File: src/rtl/desc_chain_pkg.sv
package desc_chain_pkg;
  typedef enum logic [2:0] {
    S_IDLE, S_FETCH, S_LOAD, S_RSV, S_ISSUE, S_WB, S_LINK
  } dce_state_e;
endpackage

File: src/rtl/dce_desc_buf.sv
module dce_desc_buf #(
  parameter int DW     = 32,
  parameter int NWORDS = 16,
  parameter int BW     = $clog2(NWORDS)
) (
  input  logic          clk_i,
  input  logic          rst_ni,
  input  logic          clr_i,
  input  logic          valid_i,
  input  logic [DW-1:0] data_i,
  output logic [DW-1:0] words_o [NWORDS],
  output logic          last_o
);
  logic [BW-1:0] cnt_q;

  always_ff @(posedge clk_i or negedge rst_ni) begin
    if (!rst_ni) begin
      cnt_q <= '0;
      for (int i = 0; i < NWORDS; i++) words_o[i] <= '0;
    end else if (clr_i) begin
      cnt_q <= '0;
    end else if (valid_i) begin
      words_o[cnt_q] <= data_i;
      cnt_q          <= cnt_q + 1'b1;
    end
  end

  assign last_o = valid_i && (cnt_q == BW'(NWORDS - 1));

  // beats only arrive after the request phase has ended
  p_no_beat_in_req_r1: assert property (@(posedge clk_i) disable iff (!rst_ni)
    valid_i |-> !clr_i);
endmodule

File: src/rtl/dce_pair_scan.sv
module dce_pair_scan #(
  parameter int NPAIRS = 7,
  parameter int IW     = $clog2(NPAIRS)
) (
  input  logic [NPAIRS-1:0] mask_i,
  output logic [IW-1:0]     idx_o,
  output logic              any_o
);
  // lowest set bit wins
  always_comb begin
    idx_o = '0;
    any_o = 1'b0;
    for (int p = NPAIRS - 1; p >= 0; p--) begin
      if (mask_i[p]) begin
        idx_o = IW'(p);
        any_o = 1'b1;
      end
    end
  end
endmodule

File: src/rtl/desc_chain_engine.sv
module desc_chain_engine
  import desc_chain_pkg::*;
#(
  parameter int DW       = 32,
  parameter int NPAIRS   = 7,
  parameter int UNIT_W   = 4,
  parameter int UNIT_LSB = 4,
  parameter int DONE_BIT = 0
) (
  input  logic              clk_i,
  input  logic              rst_ni,
  input  logic              ptr_wr_i,
  input  logic [DW-1:0]     ptr_wdata_i,
  input  logic              cfg_chain_done_i,
  input  logic              cfg_wb_en_i,
  input  logic              cfg_irq_en_i,
  input  logic              err_clr_i,
  output logic              busy_o,
  output logic              err_o,
  output logic              irq_o,
  output logic              rd_req_o,
  output logic [DW-1:0]     rd_addr_o,
  input  logic              rd_ack_i,
  input  logic              rd_valid_i,
  input  logic [DW-1:0]     rd_data_i,
  output logic              rsv_req_o,
  output logic [UNIT_W-1:0] rsv_units_o,
  input  logic              rsv_gnt_i,
  output logic              xfer_req_o,
  output logic [DW-1:0]     xfer_len_o,
  output logic [DW-1:0]     xfer_addr_o,
  input  logic              xfer_ack_i,
  output logic              wb_req_o,
  output logic [DW-1:0]     wb_addr_o,
  output logic [DW-1:0]     wb_data_o,
  input  logic              wb_ack_i
);
  localparam int NWORDS = 2 * NPAIRS + 2;
  localparam int IW     = $clog2(NPAIRS);

  dce_state_e        state_q, state_d;
  logic [DW-1:0]     cur_ptr_q;
  logic [NPAIRS-1:0] pend_q, pend_d, nz_mask, pend_left;
  logic [DW-1:0]     words [NWORDS];
  logic              last_beat, scan_any, report, last_ack;
  logic [IW-1:0]     scan_idx;
  logic [DW-1:0]     hdr, link;

  dce_desc_buf #(.DW(DW), .NWORDS(NWORDS)) u_buf (
    .clk_i   (clk_i),
    .rst_ni  (rst_ni),
    .clr_i   (state_q == S_FETCH),
    .valid_i (rd_valid_i && state_q == S_LOAD),
    .data_i  (rd_data_i),
    .words_o (words),
    .last_o  (last_beat)
  );

  assign hdr  = words[0];
  assign link = words[NWORDS-1];

  for (genvar p = 0; p < NPAIRS; p++) begin : g_nz
    assign nz_mask[p] = |words[2*p+1];
  end

  dce_pair_scan #(.NPAIRS(NPAIRS)) u_scan (
    .mask_i (pend_q),
    .idx_o  (scan_idx),
    .any_o  (scan_any)
  );

  assign pend_left = pend_q & ~(NPAIRS'(1) << scan_idx);
  assign last_ack  = xfer_ack_i && (pend_left == '0);
  assign report    = !cfg_chain_done_i || (link == '0);

  always_comb begin
    state_d = state_q;
    pend_d  = pend_q;
    unique case (state_q)
      S_IDLE:  if (ptr_wr_i) state_d = S_FETCH;
      S_FETCH: if (rd_ack_i) state_d = S_LOAD;
      S_LOAD:  if (last_beat) state_d = S_RSV;
      S_RSV: if (rsv_gnt_i) begin
        pend_d = nz_mask;
        if (nz_mask == '0) state_d = (report && cfg_wb_en_i) ? S_WB : S_LINK;
        else               state_d = S_ISSUE;
      end
      S_ISSUE: if (xfer_ack_i) begin
        pend_d = pend_left;
        if (last_ack) state_d = (report && cfg_wb_en_i) ? S_WB : S_LINK;
      end
      S_WB:    if (wb_ack_i) state_d = S_LINK;
      S_LINK:  state_d = (link != '0) ? S_FETCH : S_IDLE;
      default: state_d = S_IDLE;
    endcase
  end

  always_ff @(posedge clk_i or negedge rst_ni) begin
    if (!rst_ni) begin
      state_q   <= S_IDLE;
      pend_q    <= '0;
      cur_ptr_q <= '0;
      err_o     <= 1'b0;
    end else begin
      state_q <= state_d;
      pend_q  <= pend_d;
      if (state_q == S_IDLE && ptr_wr_i) cur_ptr_q <= ptr_wdata_i;
      else if (state_q == S_LINK && link != '0) cur_ptr_q <= link;
      if (ptr_wr_i && state_q != S_IDLE) err_o <= 1'b1;
      else if (err_clr_i)                err_o <= 1'b0;
    end
  end

  assign busy_o      = (state_q != S_IDLE);
  assign rd_req_o    = (state_q == S_FETCH);
  assign rd_addr_o   = cur_ptr_q;
  assign rsv_req_o   = (state_q == S_RSV) || (state_q == S_ISSUE);
  assign rsv_units_o = hdr[UNIT_LSB +: UNIT_W];
  assign xfer_req_o  = (state_q == S_ISSUE) && scan_any;
  assign xfer_len_o  = words[2*scan_idx+1];
  assign xfer_addr_o = words[2*scan_idx+2];
  assign wb_req_o    = (state_q == S_WB);
  assign wb_addr_o   = cur_ptr_q;
  assign wb_data_o   = hdr | (DW'(1) << DONE_BIT);
  assign irq_o       = (state_q == S_LINK) && report && cfg_irq_en_i;

  p_rd_hold_r1: assert property (@(posedge clk_i) disable iff (!rst_ni)
    rd_req_o && !rd_ack_i |=> rd_req_o && $stable(rd_addr_o));
  p_xfer_rsv_r3: assert property (@(posedge clk_i) disable iff (!rst_ni)
    xfer_req_o |-> rsv_req_o);
  p_rsv_drop_r3: assert property (@(posedge clk_i) disable iff (!rst_ni)
    $fell(rsv_req_o) |-> (state_q == S_WB || state_q == S_LINK));
  p_xfer_hold_r4: assert property (@(posedge clk_i) disable iff (!rst_ni)
    xfer_req_o && !xfer_ack_i |=> xfer_req_o && $stable(xfer_len_o) && $stable(xfer_addr_o));
  p_order_r4: assert property (@(posedge clk_i) disable iff (!rst_ni)
    xfer_req_o && xfer_ack_i |=> !xfer_req_o || (scan_idx > $past(scan_idx)));
  p_no_empty_r5: assert property (@(posedge clk_i) disable iff (!rst_ni)
    xfer_req_o |-> xfer_len_o != '0);
  p_fetch_link_r6: assert property (@(posedge clk_i) disable iff (!rst_ni)
    state_q == S_LINK && link != '0 |=> rd_req_o && rd_addr_o == $past(link));
  p_wb_done_r8: assert property (@(posedge clk_i) disable iff (!rst_ni)
    wb_req_o |-> wb_data_o[DONE_BIT]);
  p_irq_pulse_r9: assert property (@(posedge clk_i) disable iff (!rst_ni)
    irq_o |=> !irq_o);
  p_busy_wr_r10: assert property (@(posedge clk_i) disable iff (!rst_ni)
    busy_o && ptr_wr_i |=> err_o);
  p_err_sticky_r10: assert property (@(posedge clk_i) disable iff (!rst_ni)
    err_o && !err_clr_i |=> err_o);
endmodule

File: config.mk
export PLATFORM = sky130hd
export DESIGN_NAME = desc_chain_engine
export DESIGN_NICKNAME = d
export VERILOG_FILES = /design/src/rtl/desc_chain_pkg.sv /design/src/rtl/dce_desc_buf.sv /design/src/rtl/dce_pair_scan.sv /design/src/rtl/desc_chain_engine.sv
export SDC_FILE = /design/constraint.sdc
export NUM_CORES = 1
export LEC_CHECK = 0
export ABC_CLOCK_PERIOD_IN_PS = 4600
export BUFFER_PORTS_ARGS = -buffer_cell sky130_fd_sc_hd__buf_2
export CORE_MARGIN = 4
export CORE_UTILIZATION = 55
export DETAILED_ROUTE_END_ITERATION = 8
export GPL_TIMING_DRIVEN = 0
export PLACE_DENSITY = 0.75
export SLEW_MARGIN = 20
export SYNTH_ARGS = -nofsm -noshare
export SYNTH_HDL_FRONTEND = slang
export SYNTH_SLANG_ARGS = --single-unit
File: constraint.sdc
create_clock -name clk_i -period 4.6 [get_ports clk_i]
set_clock_uncertainty 0.1 [all_clocks]
set_input_delay 1.38 -clock clk_i [delete_from_list [all_inputs] [get_ports clk_i]]
set_output_delay 1.38 -clock clk_i [all_outputs]
set_load 0.1 [all_outputs]
==> results.txt, run 1 <==
The flow ran to the end, but the final reports show violations. The final reports fail on negative setup slack. The post-placement worst setup slack came out at -1710 ps. Traced cell by cell, the critical path runs through inv_1 -> a21oi_2 -> nor2_2 -> o21bai_4 -> buf_12 -> buf_12 -> buf_12 -> inv_6 -> ha_4 -> buf_12 -> clkbuf_16 -> mux4_2 -> mux2_4 -> buf_12. Setup repair after global routing could not meet its margin everywhere. The number of cells on the worst reg-to-reg path came out at 14. The number of max-capacitance violations reported came out at 0. The setup slack after layout came out at -296 ps.

The share of the cycle needed by the critical path after routing is 106%. The critical path is of the flip-flop to primary output type. The arrival time reported for the critical path endpoint is 3420 ps. The area growth from synthesis to final layout is 22.7%. The height of the die came out at 228 um.

The type of element launching the critical path is a flip-flop. The number of nets in the finished design came out at 2210. The register area share after synthesis came out at 52.7%. The area enclosed by the die boundary is 0.0518 mm^2. For this run, the top clock speed supported by timing is 204 MHz. The most common library cell in the layout ignoring fill and taps is sky130_fd_sc_hd__dfrtp_1. The critical path runs through a total of 14 cells. The distinct cell type count after synthesis is 50. The internal power summed over all cells is 12900 uW. The number of standard cells after synthesis came out at about 1800. For this configuration, the core starts out at a cell density of 55.6%.

The number of filler cells placed in the layout is 3200. The synthesized netlist net count is 1867. For the pin with the worst max-slew slack, the measured transition is 698 ps. The total net switching power came out at 11100 uW. Among cell families on the critical path, the largest total delay comes from buffers and inverters. The most numerous cell type found on the critical path is sky130_fd_sc_hd__buf_12. The via count of the first global-routing pass is 18300. The I/O pin count is 247.

The combined global-route utilization of all metal layers is 29.0%. The proportion of total power due to net switching came out at 46.2%. After detailed routing, the number of vias per cell comes to 6.22.

During placement, the flow inserted port buffers numbering 245. The area share of the leading cell type in the synthesized netlist came out at a little over half. Of all flip-flops after synthesis, the portion carrying an async set or reset was between 90% and 100%. In this run, the combinational gates consume 54.6% of the power. The standard cell core area is 0.0477 mm^2. The data required time at the worst endpoint is 3120 ps. The normalized max-slew margin came out at between 50% and 60%.

The finished layout holds 2787 standard cells, fillers aside. For met3 alone, demand over resource in global routing was 5.18%. The routability-driven placement congestion ratio came out at 0.891.

In this run the cell area of the synthesized design comes to 0.0265 mm^2. The number of pins exceeding their max-slew limit in the final report came to 0. Counting every sink on the clock net gives 559. The first global-routing pass estimated 113000 um of wire. The share of layout cells above drive strength 1 came out at 55.8%. The number of antenna violations at the first check in global routing is 2. The slowest stage of the critical path is the sky130_fd_sc_hd__dfrtp_1 cell.

The pin count of the biggest net entering global routing is 106. The count of standard-cell rows came out at 80. The count of H-tree levels built during CTS is 2.

The synthesized design spends more area on one cell type than any other, namely sky130_fd_sc_hd__dfrtp_1. In this run the mean area of a mapped cell was 14.9 um^2. Counting instances, the worst hold path has a depth of 1. The number of register bits inferred by synthesis came out at 559. The clock latency on the worst-skew pair came out at about 600 ps. Once detail routing completed, the nets flagged for antenna violations numbered 0. The proportion of power drawn by flip-flops and latches is between 20% and 30%.

The global route total overflow is 0. The critical path buffer and inverter count came out at 8. In the global route stage, met1 resource usage came out at 40.5%. The number of iterations in the first detailed-routing pass is 5. For this run, the leading register cell type out of synthesis is sky130_fd_sc_hd__dfrtp_1.

The count of flip-flops with a built-in enable after synthesis came out at 0. The total leakage power is 0.0164 uW. The average routed wire per standard cell is ~27 um.

STA classifies the critical path endpoint as a primary output. The clock network burns 20.2% of the power. In the post-synthesis netlist, the biggest area contributors are sky130_fd_sc_hd__dfrtp_1 53%, sky130_fd_sc_hd__mux2_2 23%, sky130_fd_sc_hd__mux4_2 11%.

The CTS buffer count came out at 57. The number of warnings issued by yosys came out at 0. The count of hold buffers inserted by post-cts repair is 0.

The peak fanout along the critical path came out at 6. The top cell types in the final layout, fill and taps aside, are 559 x sky130_fd_sc_hd__dfrtp_1, 483 x sky130_fd_sc_hd__mux2_2, 223 x sky130_fd_sc_hd__buf_2, 128 x sky130_fd_sc_hd__mux4_2, 112 x sky130_fd_sc_hd__buf_4. The final HPWL from detailed placement is 51600 um.

The tightest min-delay check is of the flip-flop to flip-flop type. Subtracting the final worst setup slack from the clock period gives roughly 5000 ps. The total via count in the routed design came out at ~17000. The floorplan step set the die width to 228 um. The maximum clock insertion buffer count came out at 3.

The largest single stage delay on the critical path is 370 ps. The post-placement cell count is 2648. Clock tree synthesis selected as its root buffer the cell sky130_fd_sc_hd__clkbuf_16. In the routed design, unresolved DRC markers number 0. TritonCTS built the clock tree. The clock-pin slew on the worst setup and hold paths is roughly 60 ps.

The total power divided by cell area is 736 mW/mm^2. In this run, the number of DRC markers left after iteration 0 of detailed routing was 1448. The total length of routed wires came out at 75400 um. In this run the most used layer during global routing was met2.

Setup violations remaining at the end of the flow were counted as 51. The met2 capacity usage during global routing is 47.2%. The worst supply voltage drop on vdd is 0.891 mV. The number of hold violations in the final report is 0.
==> metrics by stage <==
| stage | hold slack, ps | setup TNS (ps) | cell area, um^2 | total power, uW | util [%] |
|---|---|---|---|---|---|
| 4_1_cts | 392 | -9800 | 32100 | 23400 | 67.2 |
| 6_report | 387 | -8930 | 32500 | 23900 | 68.2 |
| 2_1_floorplan | 353 | -18.8 | 26500 | 14700 | - |
| 3_5_place_dp | 378 | -51180 | 28700 | 16800 | 60.0 |
| 5_1_grt | 398 | -12830 | 32500 | 24700 | 68.1 |
| 3_3_place_gp | 364 | -5043190 | 28500 | 16700 | 59.7 |
==> cells in the mapped netlist, drive strengths merged, types with 5 or more instances <==
cell	number
a21oi	11
and3	5
buf	152
clkbuf	50
dfrtp	559
ha	8
inv	12
mux2	577
mux2i	34
mux4	128
nand2	53
nand4	19
nor2	16
nor4	65
o21ai	54
==> layer usage <==
metal / vias to the layer above / share of wire (%)
met5: - / 0.017
met4: 2 / 2.9
met3: 104 / 6.8
met2: 679 / 49
met1: 9262 / 42
li1: 7292 / -
==> registers in the layout, indices dropped and copies added (netlist names) <==
signal	flops
u_buf.cnt_q	4
u_buf.words_o	512
state_q	3
pend_q	7
err_o	1
rd_addr_o	32
==> layout make-up <==
| cell class | instances | area (um^2) | area share, % |
|---|---|---|---|
| flip-flops and latches | 559 | 14000 | 43.0 |
| clock inverters | 22 | 280 | 0.861 |
| well taps | 615 | 769 | 2.36 |
| plain buffers | 200 | 1480 | 4.56 |
| clock buffers | 81 | 1680 | 5.16 |
| inverters | 12 | 50.0 | 0.154 |
| diodes | 2 | 5.00 | 0.0154 |
| repair buffers | 286 | 2750 | 8.44 |
| multi-input cells | 1010 | 11500 | 35.5 |
==> power by group through the flow <==
stage / clock network, uW / logic (uW) / registers, uW
detailed placement: 0 / 10700 / 6120
finish: 4830 / 13100 / 6050
global placement: 0 / 10600 / 6080
floorplan: 0 / 7750 / 6950
global route: 5110 / 13500 / 6120
CTS: 4890 / 12500 / 6030
==> cell families (layout without fill, tap and decap cells) <==
kind of cell / after synthesis / after routing / synth area share [%]
multiplexers: 739 / 739 / 36.6
flip-flops: 559 / 559 / 52.7
buffers and inverters: 214 / 601 / 4.67
AND/OR/NAND/NOR: 177 / 177 / 3.61
AO/OA/AOI/OAI: 80 / 80 / 1.78
adder cells (fa/ha/maj): 8 / 8 / 0.377
XOR/XNOR: 5 / 5 / 0.165
other: 1 / 3 / 0.0141
==> what timing repair did <==
action / 4_1_cts / 5_1_grt
setup buffers: 18 / 6
endpoints found under the setup margin: 64 / 64
hold endpoints to repair: 0 / 0
pin swaps: 5 / 2
gates cloned: 8 / 4
gates resized for setup: 298 / 70
==> final timing paths <==
kind,startpoint,to,slack (ps)
max reg2reg,pend_q[4]$_DFFE_PN0P_,state_q[0]$_DFFE_PN0P_,1450
max in group asynchronous,rst_ni,u_buf.words_o[294]$_DFFE_PN0P_,1390
max,pend_q[4]$_DFFE_PN0P_,xfer_addr_o[21],-300
min reg2reg,u_buf.words_o[292]$_DFFE_PN0P_,u_buf.words_o[292]$_DFFE_PN0P_,390
min,u_buf.words_o[292]$_DFFE_PN0P_,u_buf.words_o[292]$_DFFE_PN0P_,390
min in group asynchronous,rst_ni,u_buf.words_o[507]$_DFFE_PN0P_,640
Note: power is estimated with default switching activity, not from simulation.
==> run 2, diff against run 1 <==
--- a/config.mk
+++ b/config.mk
@@ -12,6 +12,7 @@
 export DETAILED_ROUTE_END_ITERATION = 8
 export GPL_TIMING_DRIVEN = 0
 export PLACE_DENSITY = 0.75
+export SETUP_SLACK_MARGIN = 0.15
 export SLEW_MARGIN = 20
 export SYNTH_ARGS = -nofsm -noshare
 export SYNTH_HDL_FRONTEND = slang
==> results.txt, run 2 (synthesis results as in run 1) <==
The number of sinks driven by the clock tree came to 559 (unchanged). The CTS buffer count came to 58 (+1.8%). The setup path with the least slack is of type flip-flop to primary output. The total length of routed wires is 77100 um (+2.3%). The kind of end point of the critical path is a primary output. The data required time at the worst endpoint is 3120 ps (about the same). The final instance count without filler cells was 2799 (+0.43%). The clock latency on the worst-skew pair is 630 ps (+20 ps).

The I/O pin count is 247 (unchanged). The top cell types in the final layout, fill and taps aside, are 557 x sky130_fd_sc_hd__dfrtp_1, 471 x sky130_fd_sc_hd__mux2_2, 224 x sky130_fd_sc_hd__buf_2, 128 x sky130_fd_sc_hd__mux4_2, 116 x sky130_fd_sc_hd__buf_4. The core occupancy in the finished layout was 68.5% (+0.35 points).

The checks that failed: negative setup slack. In this run the critical register-to-register path is launched from pend_q[3]$_DFFE_PN0P_. The antenna violation net count after detailed routing came to 0 (unchanged). The number of filler cells placed in the layout was 3160 (-1.3%). The flow ran to the end, but the final reports show violations. The count of H-tree levels built during CTS is 2 (unchanged).

The average routed wire per standard cell came out at 27.6 um (+1.9%). Ranked by flip-flop count, first place goes to u_buf.words_o. The time the worst path needs with I/O delays and setup is 4890 ps (-5.41 ps). The number of iterations in the first detailed-routing pass came out at 5 (unchanged). The share of layout cells above drive strength 1 is 55.9% (+0.13 points). The initial cell density of the core is 55.6% (unchanged). The global route total overflow is 0 (unchanged). The standard cell core area is 0.0477 mm^2 (unchanged). The number of nets in the finished design came to 2224 (+0.63%). The number of antenna violations at the first check in global routing is 1 (-1). The DRC violation count after routing came out at 0 (unchanged). The number of DRC markers in iteration 0 is 1527 (+5.5%). The clock root buffer is sky130_fd_sc_hd__clkbuf_16. The library cell used most frequently in the layout, excluding fill and tap cells, is sky130_fd_sc_hd__dfrtp_1.

The wire length of the first global-routing pass was 116000 um (+2.4%). The origin of the worst setup path is pend_q[3]$_DFFE_PN0P_. The path type of the worst min-delay path is flip-flop to flip-flop. Setup repair after global routing could not meet its margin everywhere.

The reg2reg setup slack was 1510 ps (+60 ps). The number of max-capacitance violations reported is 0 (unchanged). The peak fanout along the critical path was 5 (-1). The post-placement worst setup slack came out at -1590 ps (+120 ps).

The number of hold violations in the final report came out at 0 (unchanged). The post-placement cell count is 2648 (unchanged). The horizontal extent of the die is 228 um (unchanged).

The pin count of the biggest net entering global routing is 104 (-1.9%). The total leakage power is 0.0165 uW (+0.50%). The slew at the pin with the worst max-slew slack is 1010 ps (+315 ps). The area enclosed by the die boundary came out at 0.0518 mm^2 (unchanged).

The maximum clock insertion buffer count is 3 (unchanged). The count of final setup violators is 41 (-20%). The clock-pin slew on the worst setup and hold paths came to 60 ps (about the same). The via count of the first global-routing pass is 18500 (+1.2%). The final HPWL from detailed placement is 52300 um (+1.4%). The maximum clock rate came to 204 MHz (+0.11%). The flip-flop count of the largest register after layout was 512 (unchanged). The share of the cycle needed by the critical path after routing came out at 106% (-0.12 points). The number of pins exceeding their max-slew limit in the final report came to 0 (unchanged). In this run the most critical hold path is launched from u_buf.words_o[378]$_DFFE_PN0P_. The routability-driven placement congestion ratio was 0.928 (+4.2%). The total power divided by cell area is 738 mW/mm^2 (+0.29%). The height of the die came out at 228 um (unchanged). The normalized max-slew margin came out at 32.0% (-21 points). TritonCTS built the clock tree. The count of input and output buffers is 245 (unchanged). The area growth from synthesis to final layout is 23.3%. The arrival time reported for the critical path endpoint is 3410 ps (about the same).

The worst supply voltage drop on vdd is 1.01 mV (+14%). The mean number of vias per cell was 6.24 (+0.38%). The total via count in the routed design was 17500 (+0.81%). The type of element launching the critical path is a flip-flop. The overall power of the completed layout is 24100 uW (+0.80%). The count of standard-cell rows is 80 (unchanged).

The combined global-route utilization of all metal layers came out at 29.8% (+0.76 points). The setup slack after layout was -291 ps (+5.41 ps).
## run 2: cell count changes in the layout (fill, tap and decap cells not counted), moves of 4 or more
| cell | previous run | this run |
|---|---|---|
| sky130_fd_sc_hd__mux2_2 | 483 | 471 |
| sky130_fd_sc_hd__mux2_4 | 49 | 61 |
| sky130_fd_sc_hd__clkbuf_8 | 13 | 18 |
| sky130_fd_sc_hd__clkinv_2 | 10 | 5 |
| sky130_fd_sc_hd__buf_4 | 112 | 116 |
| sky130_fd_sc_hd__buf_12 | 63 | 70 |
| sky130_fd_sc_hd__clkbuf_1 | 52 | 57 |
| sky130_fd_sc_hd__clkbuf_16 | 73 | 66 |
## run 2: worst max-delay path, stage by stage, from the launching register on
cell,delay [ps]
sky130_fd_sc_hd__dfrtp_2,420
sky130_fd_sc_hd__buf_6,130
sky130_fd_sc_hd__o31ai_4,350
sky130_fd_sc_hd__buf_6,170
sky130_fd_sc_hd__buf_12,110
sky130_fd_sc_hd__clkinvlp_4,100
sky130_fd_sc_hd__ha_4,320
sky130_fd_sc_hd__buf_12,170
sky130_fd_sc_hd__clkbuf_16,180
sky130_fd_sc_hd__mux4_2,340
sky130_fd_sc_hd__mux2_4,320
sky130_fd_sc_hd__buf_12,170
## run 2: stage by stage
| stage | setup TNS, ps | hold WS [ps] | cell area [um^2] |
|---|---|---|---|
| 2_1_floorplan | 0 | 353 | 26700 |
| 3_3_place_gp | -5077720 | 368 | 28600 |
| 3_5_place_dp | -48760 | 378 | 28800 |
| 4_1_cts | -8090 | 391 | 32600 |
| 5_1_grt | -12640 | 394 | 32700 |
| 6_report | -7670 | 387 | 32700 |
## run 2: repair_timing
| action | CTS | global route |
|---|---|---|
| gates cloned | 7 | 0 |
| hold buffers | 0 | 0 |
| pin swaps | 7 | 4 |
| gates resized for setup | 341 | 26 |
| endpoints found under the setup margin | 65 | 65 |
| setup buffers | 37 | 5 |
## run 2: path summary, 6_finish.rpt
check,to,cells past startpoint
max,xfer_addr_o[22],11
min reg2reg,u_buf.words_o[378]$_DFFE_PN0P_,1
max reg2reg,state_q[0]$_DFFE_PN0P_,13
max in group asynchronous,u_buf.words_o[487]$_DFFE_PN0P_,4
min in group asynchronous,u_buf.words_o[55]$_DFFE_PN0P_,1
min,u_buf.words_o[378]$_DFFE_PN0P_,1
## run 2: layout make-up
type                            instances  area [um^2]  share of cell area [%]
Sequential cell                       559        14000                    42.8
Multi-Input combinational cell       1010        11600                    35.5
Timing Repair Buffer                  299         2860                    8.75
Clock buffer                           90         1740                    5.33
Buffer                                200         1470                    4.50
Tap cell                              615          769                    2.35
Clock inverter                         13          223                   0.681
Inverter                               12         48.8                   0.149
Antenna cell                            1         2.50                 0.00765
## run 2: layer usage
| layer | routed length (um) | part of all wire, % | GRT usage [%] | vias up |
|---|---|---|---|---|
| met5 | 13 | 0.017 | 0 | - |
| met4 | 3570 | 4.6 | 13.1 | 2 |
| met3 | 5600 | 7.3 | 6.49 | 199 |
| met2 | 37600 | 49 | 47.9 | 722 |
| met1 | 30300 | 39 | 39.5 | 9268 |
| li1 | - | - | - | 7288 |
## run 2: where the power goes
| group | internal [uW] | total [uW] | switching (uW) |
|---|---|---|---|
| Clock | 2920 | 4890 | 1970 |
| Sequential | 5520 | 6070 | 548 |
| Combinational | 4540 | 13200 | 8630 |
| Total | 13000 | 24100 | 11100 |
==> run 3, diff against run 2 <==
--- a/config.mk
+++ b/config.mk
@@ -7,8 +7,8 @@
 export LEC_CHECK = 0
 export ABC_CLOCK_PERIOD_IN_PS = 4600
 export BUFFER_PORTS_ARGS = -buffer_cell sky130_fd_sc_hd__buf_2
-export CORE_MARGIN = 4
 export CORE_UTILIZATION = 55
+export CTS_BUF_LIST = sky130_fd_sc_hd__clkbuf_16
 export DETAILED_ROUTE_END_ITERATION = 8
 export GPL_TIMING_DRIVEN = 0
 export PLACE_DENSITY = 0.75
==> results.txt, run 3 (synthesis results as in run 1) <==
The normalized max-slew margin is 16.2% (-16 points). The share of the cycle needed by the critical path after routing is 106% (-0.63 points). The horizontal extent of the die came out at 222 um (-2.6%).

The cell area after placement came to 0.0288 mm^2 (about the same). The flow ran to the end, but the final reports show violations. The share of layout cells above drive strength 1 came out at 55.7% (-0.22 points). The most common library cell in the layout ignoring fill and taps is sky130_fd_sc_hd__dfrtp_1. The class of the most critical setup path is flip-flop to primary output.

The height of the die was 222 um (-2.6%). Setup repair after global routing could not meet its margin everywhere. The count of final setup violators came out at 41 (unchanged).

The time the worst path needs with I/O delays and setup came out at 4860 ps (-29.1 ps). The count of hold buffers inserted by post-cts repair came to 0 (unchanged). The mean number of vias per cell is 6.27 (+0.44%). The DRC violation count after routing is 0 (unchanged). The area growth from synthesis to final layout came out at 23.4% (about the same). The number of max-capacitance violations reported is 0 (unchanged).

The data required time at the worst endpoint is 3120 ps (about the same). The peak fanout along the critical path was 6 (+1). Among the stages of the critical path, the cell type that occurs most often is sky130_fd_sc_hd__buf_12.

The post-placement cell count came out at 2649 (+0.038%). The checks that failed: negative setup slack. The I/O pin count is 247 (unchanged). The number of diodes came out at 0 (-1). The wire length of the first global-routing pass came to 115000 um (-0.76%). The flip-flop count of the largest register after layout is 512 (unchanged). The number of sinks driven by the clock tree was 559 (unchanged). The number of hold violations in the final report is 0 (unchanged). The global route total overflow came out at 0 (unchanged). The number of iterations in the first detailed-routing pass was 5 (unchanged).

The final instance count without filler cells is 2803 (+0.14%). The maximum clock rate is 206 MHz (+0.60%). The pin count of the biggest net entering global routing came out at 98 (-5.8%). STA classifies the critical path endpoint as a primary output.

The worst setup path is launched from a flip-flop. The maximum clock insertion buffer count is 3 (unchanged). In this run the critical register-to-register path is launched from u_buf.words_o[6]$_DFFE_PN0P_. The routability-driven placement congestion ratio came out at 0.929 (about the same). The largest register by flop count is u_buf.words_o.

In this run the most critical hold path is launched from u_buf.words_o[379]$_DFFE_PN0P_. The number of pins exceeding their max-slew limit in the final report came to 0 (unchanged). The count of input and output buffers is 245 (unchanged).

The total power divided by cell area came out at 733 mW/mm^2 (-0.62%). The area enclosed by the die boundary is 0.0491 mm^2 (-5.2%). The reg2reg setup slack was 1140 ps (-370 ps). The number of filler cells placed in the layout is 3187 (+0.85%). The total leakage power is 0.0165 uW (+0.25%). The CTS buffer count is 58 (unchanged).

The number of cells on the worst reg-to-reg path is 6 (-7). The final HPWL from detailed placement came out at 51800 um (-0.99%). The clock-pin slew on the worst setup and hold paths is 60 ps (about the same).

TritonCTS built the clock tree. The slew at the pin with the worst max-slew slack is 1250 ps (+236 ps). The overall power of the completed layout was 24000 uW (-0.58%). The number of DRC markers in iteration 0 came out at 1590 (+4.1%). The critical path goes through buf_6 -> o31ai_4 -> buf_6 -> buf_12 -> clkinvlp_4 -> ha_4 -> buf_12 -> clkbuf_16 -> mux4_2 -> mux2_4 -> buf_12. The clock root buffer is sky130_fd_sc_hd__clkbuf_16. The initial cell density of the core was 55.7% (+0.12 points). In this run the worst hold path is classified as flip-flop to flip-flop. The count of H-tree levels built during CTS is 2 (unchanged). The worst register-to-register path ends at rd_addr_o[6]$_DFFE_PN0P_. The antenna violation net count after detailed routing came out at 0 (unchanged). The worst hold endpoint is u_buf.words_o[379]$_DFFE_PN0P_. The multi-input logic area is 0.0116 mm^2 (about the same). The combined global-route utilization of all metal layers is 31.1% (+1.3 points). The minimum hold slack is 385 ps (-2.78 ps). The arrival time reported for the critical path endpoint was 3380 ps (-30 ps). The finished layout cell area came to 0.0327 mm^2 (about the same).

The standard cell core area came out at 0.0476 mm^2 (-0.21%). The core occupancy in the finished layout came to 68.7% (+0.17 points). The worst supply voltage drop on vdd came out at 0.721 mV (-29%). The number of nets in the finished design was 2227 (+0.13%). The clock latency on the worst-skew pair is 620 ps (about the same).

The top cell types in the final layout, fill and taps aside, are 558 x sky130_fd_sc_hd__dfrtp_1, 468 x sky130_fd_sc_hd__mux2_2, 224 x sky130_fd_sc_hd__buf_2, 128 x sky130_fd_sc_hd__mux4_2, 116 x sky130_fd_sc_hd__buf_4. The number of antenna violations at the first check in global routing came out at 1 (unchanged). The total length of routed wires came to 76200 um (-1.2%). The count of standard-cell rows came out at 80 (unchanged).

The worst hold path depth came out at 1 (unchanged). The setup slack after layout came to -262 ps (+29.1 ps). Among all stages on the critical path, the largest delay is contributed by sky130_fd_sc_hd__dfrtp_2. The sequential cell area came to 0.0140 mm^2 (about the same). The total via count in the routed design is 17600 (+0.58%). The largest stage delay on the critical path was 420 ps (about the same). The average routed wire per standard cell is 27.2 um (-1.3%).

The via count of the first global-routing pass came to 18300 (-0.88%).
## run 3: per-layer routing
layer	up-vias	part of all wire, %	track usage [%]	routed length, um
li1	7297	-	-	-
met5	-	0	0	0
met3	186	7.3	6.60	5580
met2	777	49	49.3	37000
met4	0	4.3	13.4	3290
met1	9321	40	41.8	30300
## run 3: worst max path at each step
stage	slack, ps	end	from
2_1_floorplan	200	xfer_addr_o[10]	pend_q[4]$_DFFE_PN0P_
3_3_place_gp	-9090	u_buf.words_o[488]$_DFFE_PN0P_	rst_ni
3_5_place_dp	-1430	xfer_addr_o[25]	pend_q[4]$_DFFE_PN0P_
4_1_cts	-220	xfer_addr_o[21]	pend_q[6]$_DFFE_PN0P_
5_1_grt	-270	xfer_addr_o[30]	pend_q[3]$_DFFE_PN0P_
6_report	-260	xfer_addr_o[30]	pend_q[3]$_DFFE_PN0P_
## run 3: report_power, final
group	switching [uW]	internal [uW]	total [uW]
combinational	8640	4650	13300
clock	1980	2650	4630
sequential	554	5520	6080
total	11200	12800	24000
## run 3: through the flow
step / setup WS (ps) / setup TNS (ps)
2_1_floorplan: 195 / 0
3_3_place_gp: -9090 / -5076900
3_5_place_dp: -1430 / -44230
4_1_cts: -218 / -7860
5_1_grt: -275 / -8520
6_report: -262 / -7130
## run 3: final cells by class
class,instances,share of cell area (%)
sequential,559,42.8
multi-input combinational,1010,35.4
timing repair buffer,302,9.18
clock buffer,59,4.51
buffer,200,4.49
tap,615,2.35
clock inverter,46,1.12
inverter,12,0.149
## run 3: timing repair
action / 4_1_cts / 5_1_grt
gates cloned: 4 / 3
buffers inserted: 34 / 10
pin swaps: 4 / 5
resized for setup: 307 / 80
endpoints found under the setup margin: 65 / 65
## run 3: critical path, delay by kind of cell (launching register included)
| kind | cells | cell delay, ps |
|---|---|---|
| AO/OA/AOI/OAI | 1 | 360 |
| adder cells (fa/ha/maj) | 1 | 310 |
| buffers and inverters | 7 | 990 |
| flip-flops | 1 | 420 |
| multiplexers | 2 | 680 |
